[src/rtl/fpbr_pkg.sv]
// Package: fpbr_pkg
// Shared types for the condition-branch resolver.
// Assumes the branch kind is the low two bits of the branch field.
package fpbr_pkg;

    // Branch kind: bit 0 is the required condition value, bit 1 marks the annulling form
    typedef enum logic [1:0] {
        BK_IF_CLEAR        = 2'd0,
        BK_IF_SET          = 2'd1,
        BK_IF_CLEAR_ANNUL  = 2'd2,
        BK_IF_SET_ANNUL    = 2'd3
    } fpbr_kind_e;

    // Verdict of one branch
    typedef struct packed {
        logic taken;
        logic nullify;
        logic trap;
    } fpbr_verdict_t;

endpackage

[src/rtl/fpbr_cond_select.sv]
// Module: fpbr_cond_select
// Picks one condition bit out of NUM_COND by index, through a one-hot decode.
// Assumes an index at or above NUM_COND reads as 0.
module fpbr_cond_select #(
    parameter int NUM_COND = 8,
    localparam int IDX_W   = $clog2(NUM_COND)
) (
    input  logic [NUM_COND-1:0] cond_bits_i,
    input  logic [IDX_W-1:0]    idx_i,
    output logic                bit_o
);

    logic [NUM_COND-1:0] hit;

    // One AND term per condition bit, OR-reduced below
    for (genvar g = 0; g < NUM_COND; g++) begin : g_hit
        assign hit[g] = cond_bits_i[g] & (idx_i == IDX_W'(g));
    end

    // Merge the decoded terms into the selected bit
    assign bit_o = |hit;

endmodule

[src/rtl/fpbr_target_calc.sv]
// Module: fpbr_target_calc
// Forms the taken target (pc + 4 + sext(off) * 4) and the address after the delay slot (pc + 8).
// Assumes PC_W > OFF_W + 2 and that addresses wrap modulo 2**PC_W.
module fpbr_target_calc #(
    parameter int PC_W  = 32,
    parameter int OFF_W = 16
) (
    input  logic [PC_W-1:0]  pc_i,
    input  logic [OFF_W-1:0] off_i,
    output logic [PC_W-1:0]  target_o,
    output logic [PC_W-1:0]  after_slot_o
);

    localparam int EXT_W = PC_W - OFF_W - 2;
    localparam logic [PC_W-1:0] SLOT_STEP  = PC_W'(4);
    localparam logic [PC_W-1:0] AFTER_STEP = PC_W'(8);

    logic [PC_W-1:0] disp;
    logic [PC_W-1:0] slot_pc;

    // Sign-extend the word offset into a byte displacement
    assign disp = {{EXT_W{off_i[OFF_W-1]}}, off_i, 2'b00};

    // Delay-slot address is the base of the displacement
    assign slot_pc = pc_i + SLOT_STEP;

    // Taken target and fall-through past the delay slot
    assign target_o     = slot_pc + disp;
    assign after_slot_o = pc_i + AFTER_STEP;

endmodule

[src/rtl/fpbr_decide.sv]
// Module: fpbr_decide
// Turns the branch kind, the selected condition bit and the delay-slot flag into a verdict.
// Assumes valid_i qualifies the whole verdict; with valid_i low every field is 0.
module fpbr_decide
    import fpbr_pkg::*;
(
    input  logic          valid_i,
    input  fpbr_kind_e    kind_i,
    input  logic          cond_bit_i,
    input  logic          in_dslot_i,
    output fpbr_verdict_t verdict_o
);

    logic want_set;
    logic annul_form;
    logic cond_met;

    // Decode the kind into required value and annulling form
    always_comb begin
        want_set   = (kind_i == BK_IF_SET) || (kind_i == BK_IF_SET_ANNUL);
        annul_form = (kind_i == BK_IF_CLEAR_ANNUL) || (kind_i == BK_IF_SET_ANNUL);
    end

    // Condition holds when the selected bit matches the required value
    assign cond_met = (cond_bit_i == want_set);

    // Build the verdict; an illegal placement overrides everything else
    always_comb begin
        verdict_o = '0;
        if (valid_i) begin
            if (in_dslot_i) begin
                verdict_o.trap = 1'b1;
            end else begin
                verdict_o.taken   = cond_met;
                verdict_o.nullify = annul_form && !cond_met;
            end
        end
    end

    // Checks on the verdict against its inputs
    always_comb begin
        a_r6_trap_alone: assert (!(verdict_o.trap && (verdict_o.taken || verdict_o.nullify)));
        if (valid_i && !in_dslot_i && !annul_form)
            a_r4_plain_never_annuls: assert (!verdict_o.nullify);
        if (verdict_o.taken)
            a_r3_taken_matches_bit: assert (cond_bit_i == want_set);
    end

endmodule

[src/rtl/fp_cond_branch_resolver.sv]
// Module: fp_cond_branch_resolver
// Resolves floating-point condition branches and condition-bit moves, with results
// registered one cycle after presentation.
// Assumes the branch field holds the condition index above the two kind bits, and that
// cond_bits_i is stable during the presenting cycle.
module fp_cond_branch_resolver
    import fpbr_pkg::*;
#(
    parameter int NUM_COND = 8,
    parameter int PC_W     = 32,
    parameter int OFF_W    = 16,
    localparam int IDX_W   = $clog2(NUM_COND),
    localparam int RT_W    = IDX_W + 2
) (
    input  logic                clk,
    input  logic                rst_n,
    input  logic [NUM_COND-1:0] cond_bits_i,
    input  logic                br_valid_i,
    input  logic [RT_W-1:0]     br_rt_i,
    input  logic [OFF_W-1:0]    br_off_i,
    input  logic [PC_W-1:0]     br_pc_i,
    input  logic                in_dslot_i,
    input  logic                mov_valid_i,
    input  logic [IDX_W-1:0]    mov_cc_i,
    input  logic                mov_sense_i,
    output logic                res_valid_o,
    output logic                taken_o,
    output logic [PC_W-1:0]     next_pc_o,
    output logic                nullify_o,
    output logic                trap_o,
    output logic                mov_en_o
);

    logic [IDX_W-1:0] br_idx;
    fpbr_kind_e       br_kind;
    logic             br_bit;
    logic             mov_bit;
    logic [PC_W-1:0]  target;
    logic [PC_W-1:0]  after_slot;
    fpbr_verdict_t    verdict;
    logic [PC_W-1:0]  next_pc_d;

    // Split the branch field into index and kind
    assign br_idx  = br_rt_i[RT_W-1:2];
    assign br_kind = fpbr_kind_e'(br_rt_i[1:0]);

    fpbr_cond_select #(.NUM_COND(NUM_COND)) u_br_sel (
        .cond_bits_i (cond_bits_i),
        .idx_i       (br_idx),
        .bit_o       (br_bit)
    );

    fpbr_cond_select #(.NUM_COND(NUM_COND)) u_mov_sel (
        .cond_bits_i (cond_bits_i),
        .idx_i       (mov_cc_i),
        .bit_o       (mov_bit)
    );

    fpbr_target_calc #(.PC_W(PC_W), .OFF_W(OFF_W)) u_target (
        .pc_i         (br_pc_i),
        .off_i        (br_off_i),
        .target_o     (target),
        .after_slot_o (after_slot)
    );

    fpbr_decide u_decide (
        .valid_i    (br_valid_i),
        .kind_i     (br_kind),
        .cond_bit_i (br_bit),
        .in_dslot_i (in_dslot_i),
        .verdict_o  (verdict)
    );

    // Choose the continuation address from the verdict
    always_comb begin
        if (verdict.trap)       next_pc_d = br_pc_i;
        else if (verdict.taken) next_pc_d = target;
        else                    next_pc_d = after_slot;
    end

    // Register the branch verdict; the address holds when no branch is presented
    always_ff @(posedge clk) begin
        if (!rst_n) begin
            res_valid_o <= 1'b0;
            taken_o     <= 1'b0;
            nullify_o   <= 1'b0;
            trap_o      <= 1'b0;
            next_pc_o   <= '0;
        end else begin
            res_valid_o <= br_valid_i;
            taken_o     <= verdict.taken;
            nullify_o   <= verdict.nullify;
            trap_o      <= verdict.trap;
            if (br_valid_i) next_pc_o <= next_pc_d;
        end
    end

    // Register the move enable
    always_ff @(posedge clk) begin
        if (!rst_n) mov_en_o <= 1'b0;
        else        mov_en_o <= mov_valid_i && (mov_bit == mov_sense_i);
    end

    // Timing and exclusivity checks on the registered outputs
    a_r8_result_follows: assert property (@(posedge clk) disable iff (!rst_n)
        br_valid_i |=> res_valid_o);

    a_r8_idle_quiet: assert property (@(posedge clk) disable iff (!rst_n)
        !br_valid_i |=> !res_valid_o && !taken_o && !nullify_o && !trap_o && $stable(next_pc_o));

    a_r6_dslot_traps: assert property (@(posedge clk) disable iff (!rst_n)
        br_valid_i && in_dslot_i |=> trap_o && !taken_o && !nullify_o && next_pc_o == $past(br_pc_i));

    a_r5_nullify_not_taken: assert property (@(posedge clk) disable iff (!rst_n)
        nullify_o |-> res_valid_o && !taken_o && !trap_o);

    a_r4_fallthrough_addr: assert property (@(posedge clk) disable iff (!rst_n)
        br_valid_i && !in_dslot_i |=> taken_o || next_pc_o == $past(br_pc_i) + PC_W'(8));

    a_r7_move_idle: assert property (@(posedge clk) disable iff (!rst_n)
        !mov_valid_i |=> !mov_en_o);

endmodule

[config.mk]
export PLATFORM = sky130hd
export DESIGN_NAME = fp_cond_branch_resolver
export DESIGN_NICKNAME = d
export VERILOG_FILES = /design/src/rtl/fpbr_pkg.sv /design/src/rtl/fpbr_cond_select.sv /design/src/rtl/fpbr_target_calc.sv /design/src/rtl/fpbr_decide.sv /design/src/rtl/fp_cond_branch_resolver.sv
export SDC_FILE = /design/constraint.sdc
export NUM_CORES = 1
export LEC_CHECK = 0
export ABC_AREA = 1
export BUFFER_PORTS_ARGS = -buffer_cell sky130_fd_sc_hd__clkbuf_2
export CAP_MARGIN = 25
export CORE_MARGIN = 1.5
export CORE_UTILIZATION = 60
export DETAILED_ROUTE_END_ITERATION = 12
export GPL_TIMING_DRIVEN = 0
export PLACE_DENSITY = 0.86
export SYNTH_ARGS = -nofsm -noshare
export SYNTH_HDL_FRONTEND = slang
export SYNTH_HIERARCHICAL = 1
export SYNTH_SLANG_ARGS = --single-unit
export TNS_END_PERCENT = 1
[constraint.sdc]
create_clock -name clk -period 4.2 [get_ports clk]
set_input_delay 0.21 -clock clk [delete_from_list [all_inputs] [get_ports clk]]
set_output_delay 0.21 -clock clk [all_outputs]
set_load 0.01 [all_outputs]
==> flow_metrics.py, run 1 <==
metrics = {
    "run_status": {
        "status": "finished clean",
    },
    "logic_synthesis": {
        "synth_cell_types": 34,
        "yosysWarnings": 6,
        "synth_flop_cell": "dfxtp_1",
        "synth-edff-count": 0,
        "synthCells": 989,
        "syn-num-nets": 1118,
        "ys_seq_area_share_pct": 13.3,
        "async_reset_ff_share_pct": 0,
        "ys_ff_latch": 37,
        "synth.avg_cell_area_um2": 5.63,
        "netlist_area_um2": 5570,
    },
    "finish": {
        "regArea_um2": 741,
        "final_nets": 1230,
        "final_util_pct": 71.5,
        "multiInputGateArea_um2": 3870,
        "area_delta_synth_final_pct": 13.7,
        "antenna_cells": 0,
        "nFillCells": 860,
        "drive_gt1_share_pct": 15.0,
    },
    "die": {
        "row_count": 34,
        "fp.dieW_um": 99.3,
        "die_y_um": 99.3,
        "coreArea_um2": 8850,
        "start_util_pct": 62.9,
        "dieArea_um2": 9860,
        "ios": 107,
    },
    "worst_setup_path": {
        "path_buf_inv": 2,
        "path_class": "in2reg",
        "slowest_stage": "fa_1",
        "critPathArrivalTime_ns": 2.52,
        "cp_cell_sequence": "clkbuf_2 -> ha_1 -> ha_1 -> fa_1 -> nand3_1 -> nand3_1 -> nand2_1 -> nand2_1 -> nand3_1 -> nand2_1 -> xor2_1 -> inv_1 -> nand2_1 -> nand3_1 -> a21oi_1",
        "crit_path_max_fanout": 5,
        "slowest_delay_ns": 0.45,
        "path_delay_family": "adder cells",
        "critPathRequiredTime_ns": 4.42,
        "critPathCaptureType": "flip-flop",
        "startpoint_type": "primary input",
    },
    "timing": {
        "max_slew.worst_pin.slew_ns": 0.382,
        "fin_crit_ns": 2.30,
        "setup_violations": 0,
        "skew_ns": 0,
        "max_freq_mhz": 435,
        "report.final.slew_viol_count": 0,
        "fin_crit_sh_pct": 54.7,
        "rsz0062_at_grt": "false",
        "max-slew-margin-rel_pct": 74.3,
        "timing.setup.tns_ns": 0,
        "hold_viol": 0,
    },
    "worst_hold_path": {
        "hold_class": "in2reg",
    },
    "cts": {
        "postCtsSetupRepairBufs": 0,
        "cts_hold_buf": 0,
        "clockBufferDepth": 2,
        "cts_tree": "built",
        "post_cts_resized": 0,
        "cts_root_buf": "clkbuf_8",
        "cts_buffers": 5,
        "path_clk_slew_ns": 0.07,
        "cts_max_level": 2,
        "clock_sinks": 37,
        "clock_latency_ns": 0.29,
    },
    "grt": {
        "grt_pass1_wl_um": 25600,
        "antenna_found_initial": 0,
        "grt_use_total_pct": 31.8,
        "grt_pass1_vias": 5654,
        "grt_max_degree": 16,
        "grt-ovfl-total": 0,
    },
    "detailed_routing": {
        "drc_errors": 0,
        "first_iter_violations": 387,
        "wl_um": 15800,
        "first_pass_iters": 8,
        "viasPerCell": 5.26,
        "postRouteAntennaNets": 0,
        "vias": 6366,
        "wire_per_inst_um": 13.0,
    },
    "place": {
        "io_buffers": 105,
        "dpl.hpwl_um": 13200,
        "place_congestion": 0.960,
    },
    "pwr": {
        "p_per_area_nw_per_um2": 222,
        "ir_drop_v": 0.000304,
        "p_leak_nw": 4.02,
    },
    "flow_run": {
        "maxCapViolCount": 0,
    },
}
==> worst paths after layout <==
kind / from / endpoint / slack, ns / depth (start not counted)
max: br_pc_i[3] / next_pc_o[19]$_SDFFE_PN0P_ / 1.90 / 15
max reg2reg: next_pc_o[15]$_SDFFE_PN0P_ / next_pc_o[15]$_SDFFE_PN0P_ / 3.52 / 2
min: mov_valid_i / mov_en_o$_SDFF_PN0_ / 0.13 / 3
min reg2reg: next_pc_o[4]$_SDFFE_PN0P_ / next_pc_o[4]$_SDFFE_PN0P_ / 0.50 / 2
==> routing by layer <==
| layer | global-route usage (%) | vias up | wire (um) |
|---|---|---|---|
| met2 | 55.1 | 270 | 7160 |
| met3 | 3.51 | 31 | 1110 |
| met5 | 0 | - | 0 |
| met1 | 41.7 | 2765 | 7110 |
| met4 | 9.21 | 0 | 384 |
| li1 | - | 3300 | - |
==> synth_stat cells, types with 10 or more instances <==
master / instances / share of area (%)
inv_1: 190 / 13
nand4_1: 16 / 1.8
xnor2_1: 12 / 1.9
dfxtp_1: 37 / 13
nor2_1: 61 / 4.1
nand3_1: 81 / 7.3
xor2_1: 32 / 5.0
nand2_1: 325 / 22
ha_1: 58 / 13
a21oi_1: 79 / 7.1
o21ai_0: 25 / 2.2
buf_4: 10 / 1.3
buf_2: 10 / 0.90
==> registers in the layout, summed over array words and instances (netlist names) <==
name,flops
res_valid_o,1
taken_o,1
next_pc_o,32
trap_o,1
nullify_o,1
mov_en_o,1
==> cells by family (layout without fill, tap and decap cells) <==
kind of cell / Yosys count / count (layout) / share of synthesized area [%]
flops: 37 / 37 / 13.3
xor+xnor: 44 / 44 / 6.92
buf+inv: 226 / 339 / 17.1
fa+ha+maj: 59 / 59 / 13.4
compound gates: 115 / 115 / 10.5
simple gates: 508 / 508 / 38.8
==> cells in the final DEF, fill, tap and decap left out, drive strengths merged, types with 32 or more instances in the layout <==
cell / count
nand2: 328
inv: 197
clkbuf: 114
nand3: 83
a21oi: 80
nor2: 68
ha: 58
dfxtp: 37
o21ai: 33
xor2: 32
==> through the flow <==
stage               cells  power, mW  setup WS [ns]  hold slack [ns]  area [um2]
global placement     1202       1.11           1.63            0.430        6230
floorplan             989      0.901           2.13            0.336        5570
CTS                  1210       1.40           1.93            0.129        6330
global route         1210       1.52           1.71            0.149        6330
finish               1210       1.40           1.90            0.127        6330
detailed placement   1202       1.12           1.65            0.429        6230
==> power by group <==
group,switching [mW],internal (mW)
clock network,0.129,0.148
logic,0.468,0.267
registers,0.0143,0.378
==> cell type report <==
class	count	share of cell area, %
inverters	197	11.7
plain buffers	29	3.38
flip-flops and latches	37	11.7
clock buffers	7	1.52
well taps	108	2.14
clock inverters	1	0.0791
multi-input cells	726	61.2
repair buffers	105	8.30
==> worst min-delay path, delay by kind of cell <==
family	cells	cell delay, ns
buffers and inverters	1	0.08
AND/OR/NAND/NOR	2	0.09
Power figures use the tool's default switching activity.
==> inputs of run 2 (changes only) <==
--- a/config.mk
+++ b/config.mk
@@ -9,10 +9,10 @@
 export BUFFER_PORTS_ARGS = -buffer_cell sky130_fd_sc_hd__clkbuf_2
 export CAP_MARGIN = 25
 export CORE_MARGIN = 1.5
-export CORE_UTILIZATION = 60
+export CORE_UTILIZATION = 58
 export DETAILED_ROUTE_END_ITERATION = 12
 export GPL_TIMING_DRIVEN = 0
-export PLACE_DENSITY = 0.86
+export PLACE_DENSITY = 0.83
 export SYNTH_ARGS = -nofsm -noshare
 export SYNTH_HDL_FRONTEND = slang
 export SYNTH_HIERARCHICAL = 1
==> constraint.sdc (replaced) <==
create_clock -name clk -period 2.25 [get_ports clk]
set_input_delay 0.1125 -clock clk [delete_from_list [all_inputs] [get_ports clk]]
set_output_delay 0.1125 -clock clk [all_outputs]
set_load 0.01 [all_outputs]
==> run 2 against run 1 <==
  * Sequential share of layout area fell by 0.11 points
  * Die area grew 3.3%
  * Global-route usage decreased by 0.61 points
  * Design area up 0.95%
  * Utilization shrank 2.7 points
  * Clock power increased by 120%
  * Worst setup slack worse by 1.8 ns
  * Count of clock-buffer cells in the layout fell by 1
  * Clock skew unchanged
  * Critical path depth stayed put
  * Sequential cell count unchanged
  * Non-clock buffer count unchanged
  * Critical endpoint unchanged
  * Highest routed layer unchanged
==> flow_metrics.py, run 2 (synthesis gave the netlist of run 1 again) <==
metrics = {
    "run_status": {
        "status": "finished clean",
    },
    "die": {
        "die_y_um": 101,
        "start_util_pct": 60.0,
        "row_count": 35,
        "coreArea_um2": 9280,
        "dieArea_um2": 10200,
        "ios": 107,
        "fp.dieW_um": 101,
    },
    "place": {
        "place_ws_ns": -0.234,
        "dpl.hpwl_um": 13100,
        "place_congestion": 1.01,
        "io_buffers": 105,
    },
    "grt": {
        "grt_pass1_vias": 5582,
        "antenna_found_initial": 0,
        "grt-ovfl-total": 0,
        "grt_pass1_wl_um": 25400,
        "grt_use_total_pct": 31.2,
        "grt_max_degree": 16,
    },
    "detailed_routing": {
        "first_iter_violations": 435,
        "first_pass_iters": 5,
        "viasPerCell": 5.16,
        "vias": 6352,
        "postRouteAntennaNets": 0,
        "drc_errors": 0,
        "wl_um": 15700,
        "wire_per_inst_um": 12.7,
    },
    "worst_setup_path": {
        "path_class": "in2reg",
        "path_common_cell": "nand2_1",
        "path_buf_inv": 2,
        "slowest_stage": "fa_2",
        "cp_cell_sequence": "clkbuf_2 -> ha_1 -> ha_1 -> fa_2 -> nand3_1 -> nand3_2 -> nand2_1 -> nand2_1 -> nand3_1 -> nand2_1 -> xor2_1 -> inv_1 -> nand2_1 -> nand3_1 -> a21oi_1",
        "critPathRequiredTime_ns": 2.48,
        "crit_path_max_fanout": 5,
        "slowest_delay_ns": 0.40,
        "startpoint_type": "primary input",
        "critPathArrivalTime_ns": 2.33,
        "path_delay_family": "adder cells",
        "critPathCaptureType": "flip-flop",
    },
    "cts": {
        "path_clk_slew_ns": 0.08,
        "cts_buffers": 5,
        "clockBufferDepth": 2,
        "clock_latency_ns": 0.30,
        "postCtsSetupRepairBufs": 0,
        "cts_tree": "built",
        "cts_root_buf": "clkbuf_8",
        "cts_max_level": 2,
        "clock_sinks": 37,
    },
    "pwr": {
        "power.share.sequential_pct": 26.8,
        "ir_drop_v": 0.000353,
        "switching_share_pct": 42.6,
        "power_frac_comb_pct": 50.4,
        "clock_power_share_pct": 22.8,
        "p_switching_mw": 1.16,
        "internal-power_mw": 1.57,
        "p_per_area_nw_per_um2": 427,
        "p_leak_nw": 4.03,
    },
    "finish": {
        "drive_gt1_share_pct": 15.3,
        "layout_commonest_cell": "nand2_1",
        "top_register": "next_pc_o",
        "largest_reg_flops": 32,
        "most-common-layout-cells": "324 x nand2_1, 190 x inv_1, 106 x clkbuf_2, 80 x nand3_1, 79 x a21oi_1",
        "final_nets": 1230,
        "area_delta_synth_final_pct": 14.8,
        "antenna_cells": 0,
    },
    "timing": {
        "hold_slack_ns": 0.0206,
        "fin_crit_ns": 2.11,
        "hold_viol": 0,
        "timing.setup.tns_ns": 0,
        "fin_crit_sh_pct": 93.6,
        "max_slew.worst_pin.slew_ns": 0.363,
        "max_freq_mhz": 475,
        "skew_ns": 0,
        "rsz0062_at_grt": "false",
        "setup_violations": 0,
        "fin_ws_ns": 0.145,
        "report.final.slew_viol_count": 0,
        "max-slew-margin-rel_pct": 75.7,
    },
    "flow_run": {
        "maxCapViolCount": 0,
    },
    "worst_hold_path": {
        "hold_class": "in2reg",
    },
}
[run 2: what timing repair did]
action / CTS / global route
hold buffers: 0 / 0
setup endpoints to repair: 0 / 12
resized for setup: 0 / 6
[run 2: layer usage]
layer	GRT usage [%]	routed length, um	vias up
met5	0	0	-
met4	9.19	398	0
met3	4.51	1270	32
met2	52.5	7030	270
met1	41.2	6960	2745
li1	-	-	3305
[run 2: metrics by stage]
stage | power [mW] | area, um2 | cells | util [%]
2_1_floorplan | 1.68 | 5570 | 989 | -
3_3_place_gp | 2.08 | 6250 | 1223 | 67.4
3_5_place_dp | 2.10 | 6250 | 1223 | 67.4
4_1_cts | 2.71 | 6370 | 1231 | 68.7
5_1_grt | 2.94 | 6390 | 1231 | 68.8
6_report | 2.73 | 6390 | 1231 | 68.8
[run 2: power groups by stage]
stage	clock network, mW	logic (mW)	registers (mW)
after floorplan	0	0.914	0.767
after global placement	0	1.34	0.746
after detailed placement	0	1.35	0.747
after CTS	0.619	1.36	0.731
after global routing	0.645	1.56	0.736
final	0.620	1.37	0.732
[run 2: area by class of cell]
type	instances	area, um2
repair buffers	105	528
clock buffers	6	82.6
flip-flops and latches	37	741
plain buffers	29	214
multi-input cells	726	3880
inverters	197	739
clock inverters	2	37.5
fillers	912	2900
well taps	129	161
[run 2: worst min-delay path: cells and delay by family]
kind | cells | cell delay [ns]
buffers and inverters | 1 | 0.08
and+or+nand+nor | 2 | 0.09
[run 2: final timing paths]
| path | start | end | slack (ns) | cells after the start |
|---|---|---|---|---|
| setup / recovery | br_pc_i[3] | next_pc_o[19]$_SDFFE_PN0P_ | 0.14 | 15 |
| hold / removal | mov_valid_i | mov_en_o$_SDFF_PN0_ | 0.02 | 3 |
| setup reg to reg | next_pc_o[1]$_SDFFE_PN0P_ | next_pc_o[1]$_SDFFE_PN0P_ | 1.53 | 2 |
| hold reg to reg | next_pc_o[4]$_SDFFE_PN0P_ | next_pc_o[4]$_SDFFE_PN0P_ | 0.51 | 2 |
==> inputs of run 3 (changes only) <==
--- a/config.mk
+++ b/config.mk
@@ -8,6 +8,7 @@
 export ABC_AREA = 1
 export BUFFER_PORTS_ARGS = -buffer_cell sky130_fd_sc_hd__clkbuf_2
 export CAP_MARGIN = 25
+export CORE_ASPECT_RATIO = 1.2
 export CORE_MARGIN = 1.5
 export CORE_UTILIZATION = 58
 export DETAILED_ROUTE_END_ITERATION = 12
==> constraint.sdc (replaced) <==
create_clock -name clk -period 2.37 [get_ports clk]
set_input_delay 0.1185 -clock clk [delete_from_list [all_inputs] [get_ports clk]]
set_output_delay 0.1185 -clock clk [all_outputs]
set_load 0.01 [all_outputs]
==> run 3 against run 2 <==
  * Routed wire length grew 4.3%
  * Non-clock buffer count unchanged
  * Critical path depth is the same
  * First-iteration DRC count shrank 15%
  * Register-to-register slack improved by 0.15 ns
  * Count of clock-buffer cells in the layout is 1 lower
  * Worst setup slack improved by 0.050 ns
  * Global-route usage increased by 0.79 points
  * Sequential share of layout area is 0.095 points lower
  * Sequential power shrank 5.1%
  * Design area grew 0.82%
  * Clock skew unchanged
  * Critical endpoint is now next_pc_o[20]$_SDFFE_PN0P_
  * Largest cell class unchanged
==> flow_metrics.py, run 3 (synthesis gave the netlist of run 1 again) <==
metrics = {
    "die": {
        "fp.dieW_um": 92.4,
        "coreArea_um2": 9420,
        "start_util_pct": 59.1,
        "ios": 107,
        "row_count": 39,
        "dieArea_um2": 10200,
        "die_y_um": 110,
    },
    "run_status": {
        "status": "finished clean",
    },
    "worst_setup_path": {
        "startpoint_type": "primary input",
        "path_class": "in2reg",
        "critPathRequiredTime_ns": 2.58,
        "crit_path_max_fanout": 5,
        "path_common_cell": "nand2_1",
        "slowest_delay_ns": 0.37,
        "critPathArrivalTime_ns": 2.38,
        "cp_cell_sequence": "clkbuf_2 -> ha_1 -> ha_1 -> nand2_1 -> nor2_1 -> nand3_1 -> nand3_1 -> nand2_1 -> nand2_1 -> nand2_1 -> nand2_1 -> inv_1 -> nand2_1 -> nand3_1 -> a21oi_1",
        "critPathCaptureType": "flip-flop",
        "slowest_stage": "ha_1",
    },
    "grt": {
        "grt_pass1_vias": 5723,
        "grt-ovfl-total": 0,
        "grt_use_total_pct": 31.9,
        "antenna_found_initial": 0,
        "grt_max_degree": 16,
        "grt_pass1_wl_um": 25900,
    },
    "detailed_routing": {
        "wl_um": 16300,
        "met3_length_um": 948,
        "postRouteAntennaNets": 0,
        "wl_met1_um": 6980,
        "highest_layer": "met4",
        "first_iter_violations": 368,
        "drc_errors": 0,
        "viasPerCell": 5.22,
        "vias": 6395,
        "wire_per_inst_um": 13.3,
        "wl_met2_um": 7810,
        "first_pass_iters": 7,
    },
    "finish": {
        "regArea_um2": 741,
        "area_delta_synth_final_pct": 15.7,
        "multiInputGateArea_um2": 3880,
        "postLayoutCellArea_um2": 6440,
        "top_register": "next_pc_o",
        "nFillCells": 946,
        "final_util_pct": 68.4,
        "layout_commonest_cell": "nand2_1",
        "drive_gt1_share_pct": 15.2,
        "final_nets": 1230,
        "most-common-layout-cells": "325 x nand2_1, 190 x inv_1, 106 x clkbuf_2, 81 x nand3_1, 79 x a21oi_1",
        "largest_reg_flops": 32,
        "antenna_cells": 0,
    },
    "cts": {
        "clock_sinks": 37,
        "path_clk_slew_ns": 0.05,
        "postCtsSetupRepairBufs": 0,
        "cts_max_level": 2,
        "cts_root_buf": "clkbuf_16",
        "cts_tree": "built",
        "cts_buffers": 5,
        "cts_hold_buf": 0,
        "clock_latency_ns": 0.28,
        "clockBufferDepth": 2,
    },
    "pwr": {
        "p_per_area_nw_per_um2": 445,
        "p_leak_nw": 4.06,
        "ir_drop_v": 0.000430,
    },
    "place": {
        "place_congestion": 1.02,
        "dpl.hpwl_um": 13600,
        "io_buffers": 105,
        "place_area_um2": 6250,
    },
    "timing": {
        "rsz0062_at_grt": "false",
        "setup_violations": 0,
        "max-slew-margin-rel_pct": 74.4,
        "fin_crit_sh_pct": 91.8,
        "skew_ns": 0,
        "fin_crit_ns": 2.18,
        "max_freq_mhz": 460,
        "max_slew.worst_pin.slew_ns": 0.381,
        "report.final.slew_viol_count": 0,
        "hold_viol": 0,
    },
    "worst_hold_path": {
        "hold_class": "in2reg",
    },
    "flow_run": {
        "maxCapViolCount": 0,
    },
}
## run 3: timing repair
| action | CTS | global route |
|---|---|---|
| hold endpoints to repair | 0 | 0 |
| resized for setup | 0 | 3 |
| endpoints found under the setup margin | 0 | 2 |
## run 3: area by class of cell
type                            count  share of cell area (%)
Multi-Input combinational cell    726                    60.2
Sequential cell                    37                    11.5
Inverter                          197                    11.5
Timing Repair Buffer              105                    8.16
Buffer                             29                    3.32
Tap cell                          123                    2.39
Clock buffer                        5                    1.94
Clock inverter                      3                    1.01
## run 3: worst paths after layout
path / startpoint / to / slack (ns) / cells past startpoint
max: br_pc_i[11] / next_pc_o[20]$_SDFFE_PN0P_ / 0.19 / 15
min: mov_valid_i / mov_en_o$_SDFF_PN0_ / 0.05 / 3
max reg2reg: next_pc_o[28]$_SDFFE_PN0P_ / next_pc_o[28]$_SDFFE_PN0P_ / 1.68 / 2
min reg2reg: next_pc_o[22]$_SDFFE_PN0P_ / next_pc_o[22]$_SDFFE_PN0P_ / 0.50 / 2
## run 3: per-layer routing
layer	vias to the layer above	GRT usage (%)
met5	-	0
met2	241	58.2
met1	2794	37.8
met4	0	13.1
met3	44	3.98
li1	3316	-
## run 3: critical path, delay by kind of cell
family	cells	cell delay, ns
adders and majority gates	2	0.72
buffers and inverters	2	0.23
and+or+nand+nor	10	1.15
AOI/OAI and AO/OA	1	0.14
## run 3: through the flow
step           setup TNS, ns  worst slack [ns]  instances  hold slack [ns]  total power, mW
6_report                   0             0.194       1225           0.0496             2.87
3_3_place_gp          -0.355           -0.0720       1217            0.335             1.98
5_1_grt                    0           0.00302       1225           0.0795             3.06
4_1_cts                    0             0.186       1225           0.0495             2.86
3_5_place_dp          -0.373           -0.0768       1217            0.341             2.00
2_1_floorplan              0             0.389        989            0.244             1.60
## run 3: report_power, final
| part | switching (mW) | internal, mW |
|---|---|---|
| clock | 0.257 | 0.601 |
| sequential | 0.0241 | 0.671 |
| combinational | 0.840 | 0.473 |
